--- src/rtl/statGuardPkg.sv ---
package statGuardPkg;
  localparam int WPEN_POS = 7;
  localparam int BP_HI    = 3;
  localparam int BP_LO    = 2;
  localparam int WEL_POS  = 1;

  typedef struct packed {
    logic capture;
    logic commit;
    logic reject;
  } sgStrobe_t;
endpackage

--- src/rtl/statGuardCtrl.sv ---
module statGuardCtrl
  import statGuardPkg::*;
(
  input  logic      clk,
  input  logic      rstN,
  input  logic      csN,
  input  logic      wpN,
  input  logic      wel,
  input  logic      statWrReq,
  input  logic      cycleStart,
  input  logic      wpenBit,
  output sgStrobe_t strb,
  output logic      statCommit,
  output logic      statReject
);
  logic pending;
  logic lockNow, commitNow, dropCs, cancelWp, reqEval, reqPass;

  always_comb begin
    lockNow   = wpenBit && !wpN;
    commitNow = pending && cycleStart;
    dropCs    = pending && !cycleStart && csN;
    cancelWp  = pending && !cycleStart && !csN && lockNow;
    reqEval   = statWrReq && !commitNow;
    reqPass   = wel && !lockNow;
    strb.capture = reqEval && reqPass;
    strb.commit  = commitNow;
    strb.reject  = dropCs || cancelWp || (reqEval && !reqPass);
  end

  always_ff @(posedge clk or negedge rstN) begin
    if (!rstN) begin
      pending    <= 1'b0;
      statCommit <= 1'b0;
      statReject <= 1'b0;
    end else begin
      statCommit <= strb.commit;
      statReject <= strb.reject;
      if (strb.capture)
        pending <= 1'b1;
      else if (commitNow || dropCs || cancelWp)
        pending <= 1'b0;
    end
  end

  AST_ONE_OUTCOME: assert property (@(posedge clk) disable iff (!rstN)
    !(statCommit && statReject));
  AST_COMMIT_FROM_START: assert property (@(posedge clk) disable iff (!rstN)
    statCommit |-> $past(cycleStart));
endmodule

--- src/rtl/statGuardData.sv ---
module statGuardData
  import statGuardPkg::*;
#(
  parameter int ADDR_W = 11
) (
  input  logic              clk,
  input  logic              rstN,
  input  sgStrobe_t         strb,
  input  logic [7:0]        statWrData,
  input  logic              wel,
  input  logic              arrReq,
  input  logic [ADDR_W-1:0] arrAddr,
  output logic              wpenBit,
  output logic              arrOk,
  output logic              arrBlock,
  output logic [7:0]        statusByte
);
  localparam int TOP = ADDR_W - 1;

  logic [1:0] bp;
  logic       stageWpen;
  logic [1:0] stageBp;
  logic       inRegion;

  always_comb begin
    case (bp)
      2'b00:   inRegion = 1'b0;
      2'b01:   inRegion = &arrAddr[TOP -: 2];
      2'b10:   inRegion = arrAddr[TOP];
      default: inRegion = 1'b1;
    endcase
  end

  always_comb begin
    statusByte            = '0;
    statusByte[WPEN_POS]  = wpenBit;
    statusByte[BP_HI:BP_LO] = bp;
    statusByte[WEL_POS]   = wel;
  end

  always_ff @(posedge clk or negedge rstN) begin
    if (!rstN) begin
      wpenBit   <= 1'b0;
      bp        <= 2'b00;
      stageWpen <= 1'b0;
      stageBp   <= 2'b00;
      arrOk     <= 1'b0;
      arrBlock  <= 1'b0;
    end else begin
      if (strb.capture) begin
        stageWpen <= statWrData[WPEN_POS];
        stageBp   <= statWrData[BP_HI:BP_LO];
      end
      if (strb.commit) begin
        wpenBit <= stageWpen;
        bp      <= stageBp;
      end
      arrOk    <= arrReq && wel && !inRegion;
      arrBlock <= arrReq && !(wel && !inRegion);
    end
  end

  AST_HOLD_BITS: assert property (@(posedge clk) disable iff (!rstN)
    !strb.commit |=> $stable({wpenBit, bp}));
  AST_WHOLE_LOCK: assert property (@(posedge clk) disable iff (!rstN)
    (arrReq && bp == 2'b11) |=> arrBlock);
endmodule

--- src/rtl/statGuard.sv ---
module statGuard
  import statGuardPkg::*;
#(
  parameter int ADDR_W = 11
) (
  input  logic              clk,
  input  logic              rstN,
  input  logic              csN,
  input  logic              wpN,
  input  logic              wel,
  input  logic              statWrReq,
  input  logic [7:0]        statWrData,
  input  logic              cycleStart,
  input  logic              arrReq,
  input  logic [ADDR_W-1:0] arrAddr,
  output logic              statCommit,
  output logic              statReject,
  output logic              arrOk,
  output logic              arrBlock,
  output logic [7:0]        statusByte
);
  sgStrobe_t strb;
  logic      wpenBit;

  statGuardCtrl u_ctrl (
    .clk(clk), .rstN(rstN), .csN(csN), .wpN(wpN), .wel(wel),
    .statWrReq(statWrReq), .cycleStart(cycleStart), .wpenBit(wpenBit),
    .strb(strb), .statCommit(statCommit), .statReject(statReject)
  );

  statGuardData #(.ADDR_W(ADDR_W)) u_data (
    .clk(clk), .rstN(rstN), .strb(strb), .statWrData(statWrData), .wel(wel),
    .arrReq(arrReq), .arrAddr(arrAddr), .wpenBit(wpenBit),
    .arrOk(arrOk), .arrBlock(arrBlock), .statusByte(statusByte)
  );

  AST_ARR_ONE: assert property (@(posedge clk) disable iff (!rstN)
    arrReq |=> (arrOk != arrBlock));
endmodule

--- config.mk ---
export PLATFORM = sky130hd
export DESIGN_NAME = statGuard
export DESIGN_NICKNAME = d
export VERILOG_FILES = /design/src/rtl/statGuardPkg.sv /design/src/rtl/statGuardCtrl.sv /design/src/rtl/statGuardData.sv /design/src/rtl/statGuard.sv
export SDC_FILE = /design/constraint.sdc
export NUM_CORES = 1
export LEC_CHECK = 0
export ABC_AREA = 1
export BUFFER_PORTS_ARGS = -buffer_cell sky130_fd_sc_hd__buf_2
export CORE_MARGIN = 5
export CORE_UTILIZATION = 41
export DETAILED_ROUTE_END_ITERATION = 10
export GPL_TIMING_DRIVEN = 0
export PLACE_DENSITY = 0.88
export SYNTH_ARGS = -nofsm -noshare
export SYNTH_HDL_FRONTEND = slang
export SYNTH_SLANG_ARGS = --single-unit
export TNS_END_PERCENT = 30
--- constraint.sdc ---
create_clock -name clk -period 2.7 [get_ports clk]
set_input_delay 0.405 -clock clk [delete_from_list [all_inputs] [get_ports clk]]
set_output_delay 0.405 -clock clk [all_outputs]
set_load 0.03 [all_outputs]
==> flow_summary_export.csv <==
group,metric,value,unit
status,status,"finished, final reports clean",
yosys,yosys_register_bits,11,
route,wl,1.01,mm
yosys,synthCells,63,
route,vias,447,
yosys,synth.top_cell.area_share,0.510,
power,irDropWorstVdd,299,uV
sta,fin_crit,1.39,ns
sta,finalMaxSlewViolations,0,
place,place.gp.congestion,0.675,
floorplanning,start_util,0.425,
route,drc,0,
global_routing,grt_usage,0.106,
route,ant_nets,0,
clocking,cts_tree,"built",
route,drt_iter0_drc,0,
hold_path,hold_depth,3,
clocking,cts_made_buffers,3,
global_routing,grt_overflow,0,
global_routing,antenna_found_initial,0,
floorplanning,design.portCount,39,
layout,utilization,0.556,
floorplanning,dieArea,0.00214,mm2
yosys,syn_area_per_cell,8.56,um2
layout,drive_above_1_share,0.374,
layout,areaGrowthSynthToFinish,30.9,%
layout,final_common_cell,"buf_2",
critical_path,start_kind,"register",
clocking,post-cts-setup-buffers,0,
power,p_per_area,766,mW/mm2
place,port_buffers,20,
critical_path,r2r-start,"u_data.wpenBit$_DFFE_PN0P_",
clocking,cts_buffer_depth,2,
critical_path,worstPathArrival,0.98,ns
yosys,yosysTopAreaCell,"dfrtp_1",
hold_path,min_to,"u_data.stageBp[1]$_DFFE_PN0P_",
critical_path,cp-end-kind,"output pin",
clocking,clock_latency,0.27,ns
clocking,clk_pin_slew,0.06,ns
yosys,ys_warn_count,0,
place,place_area,669,um2
clocking,cts_resized,0,
sta,setup_tns,0,ns
sta,fin_crit_sh,0.514,
sta,hold_viol,0,
global_routing,grt_pass1_wl,1.53,mm
job,maxCapViolCount,0,
sta,finalSetupViolCount,0,
yosys,syn_area,539,um2
critical_path,cp_max_fo,4,
route,drtPass1Iterations,1,
critical_path,ff2ff_path_depth,4,
global_routing,grt_start_max_net_pins,12,
global_routing,first_global_vias,401,
layout,final_cell_area,706,um2
floorplanning,core_area,0.00127,mm2
place,post-place-ws,1.48,ns
route,post_drt_wl_per_cell,9.51,um
clocking,clkSinkCount,11,
power,p_leak,0.429,nW
place,place_inst,101,
yosys,synth.area.top_cells,"dfrtp_1 (51%), nand2_1 (11%), buf_4 (8.4%), inv_1 (6.3%), o21ai_1 (4.6%)",
layout,nFillCells,120,
sta,rsz0062_at_grt,"false",
critical_path,reg2reg_to,"u_data.stageBp[0]$_DFFE_PN0P_",
clocking,ctsHoldBuffers,1,
layout,antennaDiodeCount,0,
route,routed_via_density,4.22,
layout,layout_common_cells,"buf_2 (20), nand2_1 (16), dfrtp_1 (11)",
floorplanning,die_width,46.3,um
sta,skew,0.00701,ns
layout,stdcell_count,106,
sta,fmax,720,MHz
floorplanning,die_y,46.3,um
hold_path,min_from,"statWrData[3]",
floorplanning,fp-row-count,13,
clocking,cts-htree-levels,1,
yosys,ys_types,13,
sta,fin_ws,1.31,ns
layout,nNetsFinal,119,
yosys,synth-seq-area-share,0.510,
critical_path,path_class,"reg -> out",
critical_path,crit_required,2.30,ns
critical_path,ff2ff_setup_slack,1.70,ns
hold_path,hp-class,"in -> reg",
clocking,root_buffer,"clkbuf_4",
-- report_power, final --
part	internal [mW]	switching [mW]	total, mW
clock network	0.0571	0.0520	0.109
registers	0.204	0.0263	0.230
logic	0.0718	0.129	0.201
-- cell type report --
type	count	area (um2)	area share
sequential	11	275	0.390
multi-input combinational	38	189	0.268
timing repair buffer	21	110	0.156
buffer	6	45.0	0.0638
inverter	11	41.3	0.0585
clock buffer	4	26.3	0.0372
tap	15	18.8	0.0266
-- worst max-delay path, stage by stage, from the launching register on --
cell and delay (ns):
dfrtp_1 0.42, buf_4 0.14, buf_2 0.16
-- per-layer routing --
metal | routed length (um) | vias up | track usage
li1 | - | 238 | -
met2 | 498 | 19 | 0.181
met3 | 109 | 2 | 0.0469
met5 | 0 | - | 0
met1 | 396 | 188 | 0.108
met4 | 4 | 0 | 0.0511
-- cells by family (layout without fill, tap and decap cells) --
family	after synthesis	in the layout	share of synthesized area
buf+inv	17	42	0.160
other cells	1	4	0.00695
flops	11	11	0.510
simple gates	24	24	0.204
compound gates	10	10	0.118
-- metrics by stage --
stage / hold WS [ns] / power, mW
final: 0.372 / 0.541
after detailed placement: 0.278 / 0.434
after floorplan: 0.109 / 0.377
after global placement: 0.277 / 0.426
after global routing: 0.366 / 0.577
after CTS: 0.363 / 0.546
-- flip-flops by register name, summed over array words and instances (netlist names) --
register           cells
u_ctrl.pending         1
u_ctrl.statCommit      1
u_ctrl.statReject      1
u_data.arrBlock        1
u_data.arrOk           1
u_data.bp              2
u_data.stageBp         2
u_data.stageWpen       1
u_data.wpenBit         1
-- synth_stat cells, drive strengths merged --
library cell	count
o21bai	3
a21oi	1
nand2	18
conb	1
nor2	2
buf	6
o21ai	5
inv	11
a21boi	1
nand3	4
dfrtp	11
-- worst max-delay path by stage --
stage                                    start       endpoint  slack (ns)
floorplan           u_data.wpenBit$_DFFE_PN0P_  statusByte[7]        1.74
global placement                           wel  statusByte[1]        1.48
detailed placement                         wel  statusByte[1]        1.48
CTS                 u_data.wpenBit$_DFFE_PN0P_  statusByte[7]        1.30
global route        u_data.wpenBit$_DFFE_PN0P_  statusByte[7]        1.27
finish              u_data.wpenBit$_DFFE_PN0P_  statusByte[7]        1.31
No activity file was read; power rests on OpenSTA's default activity.
